`config.mk`:
```
export PLATFORM = sky130hd
export DESIGN_NAME = wdt_core
export DESIGN_NICKNAME = d
export VERILOG_FILES = /design/src/rtl/wdt_pkg.sv /design/src/rtl/wdt_unlock_seq.sv /design/src/rtl/wdt_period_decode.sv /design/src/rtl/wdt_tick_counter.sv /design/src/rtl/wdt_core.sv
export SDC_FILE = /design/constraint.sdc
export NUM_CORES = 1
export LEC_CHECK = 0
export CAP_MARGIN = 20
export CORE_MARGIN = 1
export CORE_UTILIZATION = 53
export CTS_CLUSTER_DIAMETER = 150
export DETAILED_ROUTE_END_ITERATION = 6
export PLACE_DENSITY = 0.81
export SKIP_LAST_GASP = 1
export SLEW_MARGIN = 20
export SYNTH_ARGS = -nofsm -noshare
export SYNTH_HDL_FRONTEND = slang
export SYNTH_SLANG_ARGS = --single-unit
```
`constraint.sdc`:
```
create_clock -name clk -period 2.9 [get_ports clk]
set_clock_uncertainty 0.05 [all_clocks]
set_input_delay 0.725 -clock clk [delete_from_list [all_inputs] [get_ports clk]]
set_output_delay 0.725 -clock clk [all_outputs]
set_load 0.01 [all_outputs]
```
`src/rtl/wdt_pkg.sv`:
```
package wdt_pkg;
  localparam int REG_W    = 8;
  localparam int CODE_W   = 4;
  localparam int MODE_BIT = 4;
  localparam int FLAG_BIT = 5;
  localparam int EN_BIT   = 6;
  localparam int KEY_BIT  = 7;
  localparam int MAX_FINITE_CODE = 7;

  typedef struct packed {
    logic              en;
    logic              irq_mode;
    logic [CODE_W-1:0] code;
  } wdt_cfg_t;
endpackage

```
`src/rtl/wdt_unlock_seq.sv`:
```
module wdt_unlock_seq
  import wdt_pkg::*;
(
  input  logic             clk,
  input  logic             rst_n,
  input  logic             wr_en_i,
  input  logic [REG_W-1:0] wr_data_i,
  output wdt_cfg_t         cfg_o,
  output logic             key_o,
  output logic             load_o,
  output logic             clr_flag_o
);
  wdt_cfg_t cfg_q;
  logic     key_q;

  assign load_o     = wr_en_i && key_q;
  assign clr_flag_o = load_o && !wr_data_i[FLAG_BIT];
  assign cfg_o      = cfg_q;
  assign key_o      = key_q;

  always_ff @(posedge clk or negedge rst_n) begin
    if (!rst_n) begin
      cfg_q <= '0;
      key_q <= 1'b0;
    end else if (wr_en_i) begin
      if (key_q) begin
        cfg_q.code     <= wr_data_i[CODE_W-1:0];
        cfg_q.irq_mode <= wr_data_i[MODE_BIT];
        cfg_q.en       <= wr_data_i[EN_BIT];
        key_q          <= 1'b0;
      end else if (wr_data_i[KEY_BIT]) begin
        key_q <= 1'b1;
      end
    end
  end

  assert_locked_ignore_R3: assert property (@(posedge clk) disable iff (!rst_n)
    (wr_en_i && !key_q && !wr_data_i[KEY_BIT]) |=> ($stable(cfg_q) && !key_q));
  assert_unlock_oneshot_R4: assert property (@(posedge clk) disable iff (!rst_n)
    (wr_en_i && key_q) |=> !key_q);
endmodule

```
`src/rtl/wdt_period_decode.sv`:
```
module wdt_period_decode
  import wdt_pkg::*;
#(
  parameter int BASE_LOG2 = 9,
  localparam int CW = BASE_LOG2 + MAX_FINITE_CODE + 1
) (
  input  logic [CODE_W-1:0] code_i,
  output logic [CW-1:0]     last_o,
  output logic              immediate_o
);
  logic [CW-1:0] one_hot;

  always_comb begin
    one_hot = '0;
    for (int k = 0; k <= MAX_FINITE_CODE; k++) begin
      if (code_i == CODE_W'(k)) one_hot[BASE_LOG2 + k] = 1'b1;
    end
    immediate_o = (code_i > CODE_W'(MAX_FINITE_CODE));
    last_o      = immediate_o ? '0 : one_hot - CW'(1);
  end
endmodule

```
`src/rtl/wdt_tick_counter.sv`:
```
module wdt_tick_counter #(
  parameter int CW = 16
) (
  input  logic          clk,
  input  logic          rst_n,
  input  logic          run_i,
  input  logic          restart_i,
  input  logic          tick_i,
  input  logic          immediate_i,
  input  logic [CW-1:0] last_i,
  output logic          expire_o
);
  logic [CW-1:0] cnt_q;

  assign expire_o = run_i && !restart_i &&
                    (immediate_i || (tick_i && cnt_q == last_i));

  always_ff @(posedge clk or negedge rst_n) begin
    if (!rst_n)                          cnt_q <= '0;
    else if (restart_i || !run_i || expire_o) cnt_q <= '0;
    else if (tick_i)                     cnt_q <= cnt_q + CW'(1);
  end

  assert_no_expire_when_off_R11: assert property (@(posedge clk) disable iff (!rst_n)
    !run_i |-> !expire_o);
  assert_restart_zero_R10: assert property (@(posedge clk) disable iff (!rst_n)
    restart_i |=> (cnt_q == '0));
  assert_wrap_after_expiry_R12: assert property (@(posedge clk) disable iff (!rst_n)
    expire_o |=> (cnt_q == '0));
endmodule

```
`src/rtl/wdt_core.sv`:
```
module wdt_core
  import wdt_pkg::*;
#(
  parameter int BASE_LOG2 = 9,
  localparam int CW = BASE_LOG2 + MAX_FINITE_CODE + 1
) (
  input  logic             clk,
  input  logic             rst_n,
  input  logic             tick_i,
  input  logic             wr_en_i,
  input  logic [REG_W-1:0] wr_data_i,
  output logic [REG_W-1:0] rd_data_o,
  output logic             rst_req_o,
  output logic             irq_o
);
  wdt_cfg_t      cfg;
  logic          key, load, clr_flag, immediate, expire;
  logic [CW-1:0] last;
  logic          flag_q, rst_req_q;

  wdt_unlock_seq u_seq (
    .clk(clk), .rst_n(rst_n), .wr_en_i(wr_en_i), .wr_data_i(wr_data_i),
    .cfg_o(cfg), .key_o(key), .load_o(load), .clr_flag_o(clr_flag));

  wdt_period_decode #(.BASE_LOG2(BASE_LOG2)) u_dec (
    .code_i(cfg.code), .last_o(last), .immediate_o(immediate));

  wdt_tick_counter #(.CW(CW)) u_cnt (
    .clk(clk), .rst_n(rst_n), .run_i(cfg.en), .restart_i(load),
    .tick_i(tick_i), .immediate_i(immediate), .last_i(last), .expire_o(expire));

  always_ff @(posedge clk or negedge rst_n) begin
    if (!rst_n) begin
      flag_q    <= 1'b0;
      rst_req_q <= 1'b0;
    end else begin
      rst_req_q <= expire && !cfg.irq_mode;
      if (expire)        flag_q <= 1'b1;
      else if (clr_flag) flag_q <= 1'b0;
    end
  end

  assign rd_data_o = {key, cfg.en, flag_q, cfg.irq_mode, cfg.code};
  assign rst_req_o = rst_req_q;
  assign irq_o     = flag_q && cfg.irq_mode;

  assert_irq_mode_no_reset_R8: assert property (@(posedge clk) disable iff (!rst_n)
    cfg.irq_mode |=> !rst_req_o);
  assert_flag_on_expiry_R9: assert property (@(posedge clk) disable iff (!rst_n)
    expire |=> flag_q);
  assert_reset_follows_expiry_R5: assert property (@(posedge clk) disable iff (!rst_n)
    (expire && !cfg.irq_mode) |=> rst_req_o);
endmodule

```
==> flow_metrics.py, run 1 <==
metrics = {
    "setup_path": {
        "crit_family": "simple AND/OR/NAND/NOR gates",
        "path_common_cell": "nor2_1",
        "cp-end-kind": "flip-flop",
        "required_ns": 3.11,
        "cp_cell_sequence": "nor2_1, nand2_1, ha_1, xor2_1, and3_1, a311oi_1, o221ai_1, a31o_1, buf_4, nor2_1",
        "cp.arrival_ns": 2.78,
        "crit_start": "u_seq.cfg_o[2]",
        "cpMaxStageDelayCell": "dfrtp_1",
        "path_class": "reg2reg",
        "path_buf_inv": 1,
        "crit_path_start_kind": "flip-flop",
        "path_max_fanout": 17,
        "r2r-start": "u_seq.cfg_o[2]",
        "slowest_delay_ns": 0.50,
    },
    "routing": {
        "ant_nets": 0,
        "wirelength_mm": 2.87,
        "wl_per_cell_um": 14.4,
        "drt_first_pass_iters": 4,
        "via_per_inst": 5.78,
        "first_iter_violations": 20,
        "via_count": 1151,
        "drcViolationCount": 0,
    },
    "cts": {
        "cts.sinks": 26,
        "cts_max_level": 1,
        "insertion_delay_ns": 0.32,
        "post_cts_buffers": 0,
        "cts_hold_buf": 0,
        "numCtsBuffers": 3,
        "cts_tree": "built",
        "cts_resized": 0,
        "clockBufferDepth": 2,
        "cts_root_buffer": "clkbuf_4",
        "clkTransAtPathRegs_ns": 0.13,
    },
    "sta": {
        "finalSetupViolations": 0,
        "fin_crit_ns": 2.58,
        "rsz0062_at_grt": "false",
        "post-route-period-util_pct": 88.9,
        "hold_viol": 0,
        "fin_tns_setup_ns": 0,
        "fin_ws_ns": 0.323,
        "slew_viol_final": 0,
        "fmax_mhz": 388,
        "slew_headroom_pct": 77.6,
        "tightest_slew_ns": 0.335,
    },
    "floorplan": {
        "core_area_um2": 2540,
        "die_w_um": 54.6,
        "dieHeight_um": 54.6,
        "die-area_um2": 2980,
        "top_level_ports": 22,
        "rows": 18,
        "initial_utilization_pct": 57.5,
    },
    "flow_run": {
        "maxCapViolCount": 0,
    },
    "place": {
        "gp_congestion": 0.827,
        "io_buffers": 21,
        "dpl.hpwl_mm": 2.10,
        "place_ws_ns": 0.369,
    },
    "yosys": {
        "synth-seq-cells": 26,
        "synth.distinct_cells": 32,
        "yosys-top-cells-area": "dfrtp_1 (44%), xor2_1 (9.0%), nor2_1 (6.2%)",
        "yosys.area.top_type": "dfrtp_1",
        "ys_warn_count": 0,
        "async_reset_ff_share_pct": 100,
        "syn-cell-area_um2": 1460,
        "yosysSeqAreaShare_pct": 44.4,
        "synth_edf_count": 0,
        "yosys-top-cells-count": "dfrtp_1 (26), nor2_1 (24), xor2_1 (15), nand2_1 (10), nand4_1 (8)",
        "syn_area_per_cell_um2": 9.63,
        "synth_top_cell_area_share_pct": 44.4,
        "syn_nets": 166,
        "netlist_instances": 152,
        "synthFlopType": "dfrtp_1",
        "synth_most_common_cell": "dfrtp_1",
    },
    "pwr": {
        "worst_ir_drop_vdd_uv": 488,
        "p_leak_nw": 0.705,
        "powerDensity_nw_per_um2": 538,
    },
    "global_route": {
        "grtUsageTotal_pct": 21.3,
        "antenna_found_initial": 0,
        "grt_max_degree": 27,
        "grt_pass1_vias": 996,
        "grt_pass1_wl_mm": 4.46,
        "grt_overflow_total": 0,
    },
    "status": {
        "status": "complete, no violations",
    },
    "worst_hold_path": {
        "hold_path_class": "reg2reg",
        "min_from": "u_seq.cfg_o[4]",
    },
    "layout": {
        "filler_cell_count": 207,
        "layout-drive-gt1-share_pct": 7.69,
        "n_antenna_cell": 0,
        "syn2layout_area_growth_pct": 15.4,
        "nets": 184,
    },
}
## final timing paths
check	depth (start not counted)	slack, ns	endpoint
setup / recovery	10	0.32	u_cnt.cnt_q[0]
hold / removal	1	0.45	rst_req_o
setup reg to reg	10	0.32	u_cnt.cnt_q[0]
hold reg to reg	1	0.45	rst_req_o
max in group asynchronous	2	1.84	u_cnt.cnt_q[11]
min in group asynchronous	2	0.71	u_cnt.cnt_q[2]
## state kept, by name, summed over array words and instances (netlist names)
signal,cells
flag_q,1
rst_req_o,1
u_cnt.cnt_q,17
u_seq.cfg_o,6
u_seq.key_o,1
## report_power, final
group	switching [W]	total (W)	internal, W
Clock	0.000101	0.000177	0.0000768
Combinational	0.000140	0.000295	0.000156
Sequential	0.0000425	0.000436	0.000394
Total	0.000283	0.000909	0.000626
## layer usage
metal | wire [um] | part of all wire [%] | vias up | track usage, %
met5 | 0 | 0 | - | 0
met4 | 42 | 1.5 | 0 | 8.97
met3 | 38 | 1.3 | 5 | 2.50
met2 | 1410 | 49 | 10 | 35.4
met1 | 1380 | 48 | 571 | 27.7
li1 | - | - | 565 | -
## cell usage in the layout, fill, tap and decap left out, drive strengths merged
| master | synthesis | layout |
|---|---|---|
| nand4 | 8 | 8 |
| a21o | 1 | 1 |
| and2 | 3 | 3 |
| clkbuf | 2 | 4 |
| nor3 | 6 | 6 |
| clkdlybuf4s50 | 0 | 21 |
| nand4b | 1 | 1 |
| mux2i | 2 | 2 |
| a31o | 1 | 1 |
| buf | 9 | 3 |
| xor2 | 15 | 15 |
| ha | 2 | 2 |
| and3 | 4 | 4 |
| dfrtp | 26 | 26 |
| nand3 | 7 | 7 |
| mux2 | 5 | 5 |
| nor4 | 2 | 2 |
| a22oi | 1 | 1 |
| a31oi | 3 | 3 |
| o31a | 1 | 1 |
| inv | 2 | 2 |
| a311oi | 1 | 1 |
| nor2b | 1 | 1 |
| a211oi | 1 | 1 |
| o221ai | 1 | 1 |
| nand3b | 3 | 3 |
| nor2 | 24 | 24 |
| nand2 | 10 | 10 |
| xnor2 | 6 | 6 |
| o21ai | 4 | 4 |
## per-stage QoR
stage / util, % / power, W / instance area [um^2] / std cells / hold WS, ns
6_report: 66.4 / 0.000909 / 1690 / 199 / 0.449
5_1_grt: 66.4 / 0.000965 / 1690 / 199 / 0.470
4_1_cts: 66.4 / 0.000916 / 1690 / 199 / 0.450
3_5_place_dp: 64.9 / 0.000736 / 1650 / 195 / 0.430
3_3_place_gp: 64.9 / 0.000725 / 1650 / 195 / 0.405
2_1_floorplan: - / 0.000630 / 1460 / 152 / 0.379
## kinds of logic (layout without fill, tap and decap cells)
| logic type | count (synthesis) | count (layout) | share of synthesized area [%] |
|---|---|---|---|
| simple gates | 69 | 69 | 23.4 |
| flops | 26 | 26 | 44.4 |
| xor+xnor | 21 | 21 | 12.6 |
| compound gates | 14 | 14 | 6.58 |
| buf+inv | 13 | 30 | 6.07 |
| mux | 7 | 7 | 5.21 |
| fa+ha+maj | 2 | 2 | 1.71 |
## final cells by class
class                      count  area [um^2]  share of cell area, %
multi-input combinational    113          724                   42.9
sequential                    26          651                   38.5
timing repair buffer          24          233                   13.8
tap                           30         37.5                   2.22
clock buffer                   4         36.3                   2.15
inverter                       2         7.51                  0.444
Note: power is estimated with default switching activity, not from simulation.
==> run 2: changes to the inputs <==
--- a/config.mk
+++ b/config.mk
@@ -12,3 +12,3 @@
 export DETAILED_ROUTE_END_ITERATION = 6
-export PLACE_DENSITY = 0.81
+export PLACE_DENSITY = 0.8
 export SKIP_LAST_GASP = 1
==> constraint.sdc (replaced) <==
create_clock -name clk -period 2.9 [get_ports clk]
set_clock_uncertainty 0.05 [all_clocks]
set_input_delay 0.87 -clock clk [delete_from_list [all_inputs] [get_ports clk]]
set_output_delay 0.87 -clock clk [all_outputs]
set_load 0.01 [all_outputs]
==> flow_metrics.py, run 2 (synthesis results as in run 1) <==
metrics = {
    "layout": {
        "filler_cell_count": 201,
        "final_cell_mix": "dfrtp_1 (26), nor2_1 (24), clkdlybuf4s50_1 (21)",
        "largest_register_ffs": 17,
        "n_antenna_cell": 0,
        "final_common_cell": "dfrtp_1",
        "layout-drive-gt1-share_pct": 7.69,
        "regMostFlops": "u_cnt.cnt_q",
        "syn2layout_area_growth_pct": 16.5,
        "nets": 184,
    },
    "global_route": {
        "grt_overflow_total": 0,
        "grt_max_degree": 27,
        "grt_pass1_vias": 1053,
        "grtUsageTotal_pct": 23.5,
        "grt_pass1_wl_mm": 4.82,
        "antenna_found_initial": 0,
    },
    "place": {
        "gp_congestion": 0.834,
        "io_buffers": 21,
        "dpl.hpwl_mm": 2.25,
        "place_ws_ns": 0.320,
    },
    "floorplan": {
        "die-area_um2": 2980,
        "dieHeight_um": 54.6,
        "initial_utilization_pct": 57.5,
        "die_w_um": 54.6,
        "rows": 18,
        "top_level_ports": 22,
        "core_area_um2": 2540,
    },
    "status": {
        "status": "complete, no violations",
    },
    "worst_hold_path": {
        "min_from": "u_seq.cfg_o[4]",
        "hold_path_class": "reg2reg",
        "min_to": "rst_req_o",
        "whs_path_depth": 1,
    },
    "pwr": {
        "netSwitchingFraction_pct": 30.7,
        "p_int_w": 0.000690,
        "report.power.total_w": 0.000995,
        "powerDensity_nw_per_um2": 584,
        "worst_ir_drop_vdd_uv": 505,
        "p_leak_nw": 0.712,
        "p_comb_share_pct": 30.5,
        "p_clk_share_pct": 25.8,
        "p_seq_share_pct": 43.6,
        "switching_power_w": 0.000306,
    },
    "sta": {
        "fin_ws_ns": 0.343,
        "finalSetupViolations": 0,
        "tightest_slew_ns": 0.353,
        "fmax_mhz": 391,
        "rsz0062_at_grt": "false",
        "fin_tns_setup_ns": 0,
        "hold_viol": 0,
        "fin_crit_ns": 2.56,
        "holdWs_ns": 0.474,
        "post-route-period-util_pct": 88.2,
        "slew_headroom_pct": 76.3,
        "slew_viol_final": 0,
    },
    "routing": {
        "drt_first_pass_iters": 6,
        "wirelength_mm": 3.17,
        "via_count": 1170,
        "wl_per_cell_um": 15.9,
        "ant_nets": 0,
        "first_iter_violations": 28,
        "via_per_inst": 5.88,
        "drcViolationCount": 0,
    },
    "setup_path": {
        "path_max_fanout": 17,
        "r2r-start": "u_seq.cfg_o[1]",
        "cp-end-kind": "flip-flop",
        "reg2reg_depth": 10,
        "path_class": "reg2reg",
        "crit_path_start_kind": "flip-flop",
        "r2r_setup_slack_ns": 0.34,
        "r2r_end": "u_cnt.cnt_q[6]",
        "cp.arrival_ns": 2.78,
        "required_ns": 3.12,
    },
    "cts": {
        "insertion_delay_ns": 0.34,
        "cts_root_buffer": "clkbuf_4",
        "cts_resized": 0,
        "clkTransAtPathRegs_ns": 0.14,
        "cts_tree": "built",
        "clockBufferDepth": 2,
        "cts_max_level": 1,
        "cts_hold_buf": 0,
        "numCtsBuffers": 3,
        "cts.sinks": 26,
        "post_cts_buffers": 0,
    },
    "flow_run": {
        "maxCapViolCount": 0,
    },
}
## run 2: cell types whose count changed in the layout (fill, tap and decap cells not counted), sizes merged
cell | previous run | this run
bufinv | 0 | 1
clkbuf | 4 | 3
## run 2: metal layers
metal	wire (um)	vias to the layer above	track usage (%)
met4	58	0	8.97
met1	1430	576	29.7
met2	1560	30	39.6
li1	-	557	-
met3	115	7	4.17
met5	0	-	0
## run 2: worst max-delay path by stage
stage | to | slack [ns] | start
after floorplan | u_cnt.cnt_q[8] | 0.50 | u_seq.cfg_o[1]
after global placement | u_cnt.cnt_q[13] | 0.39 | tick_i
after detailed placement | u_cnt.cnt_q[16] | 0.32 | tick_i
after CTS | u_cnt.cnt_q[6] | 0.35 | u_seq.cfg_o[1]
after global routing | u_cnt.cnt_q[6] | 0.19 | u_seq.cfg_o[1]
final | u_cnt.cnt_q[6] | 0.34 | u_seq.cfg_o[1]
## run 2: stage by stage
stage	area [um^2]	cells	utilization, %
after global routing	1710	199	67.0
final	1710	199	67.0
after floorplan	1460	152	-
after CTS	1710	199	67.0
after detailed placement	1650	195	64.9
after global placement	1650	195	64.9
## run 2: final cells by class
| class | count | area [um^2] | area share (%) |
|---|---|---|---|
| tap | 30 | 37.5 | 2.20 |
| multi-input combinational | 113 | 724 | 42.5 |
| clock buffer | 3 | 22.5 | 1.32 |
| sequential | 26 | 651 | 38.2 |
| inverter | 2 | 7.51 | 0.440 |
| clock inverter | 1 | 30.0 | 1.76 |
| timing repair buffer | 24 | 233 | 13.6 |
## run 2: power groups by stage
stage | sequential, W | clock, W | combinational (W)
6_report | 0.000434 | 0.000257 | 0.000304
3_5_place_dp | 0.000440 | 0 | 0.000299
4_1_cts | 0.000433 | 0.000256 | 0.000304
5_1_grt | 0.000439 | 0.000270 | 0.000332
3_3_place_gp | 0.000437 | 0 | 0.000287
2_1_floorplan | 0.000439 | 0 | 0.000191
## run 2: worst max-delay path, cell delays in order (launching register included)
cell and delay, ns:
dfrtp_1 0.51, nor2_1 0.21, nand3b_1 0.12, ha_1 0.30, xor2_1 0.18, and3_1 0.19, a311oi_1 0.19, o221ai_1 0.19
a31o_1 0.22, buf_4 0.19, nor2_1 0.14
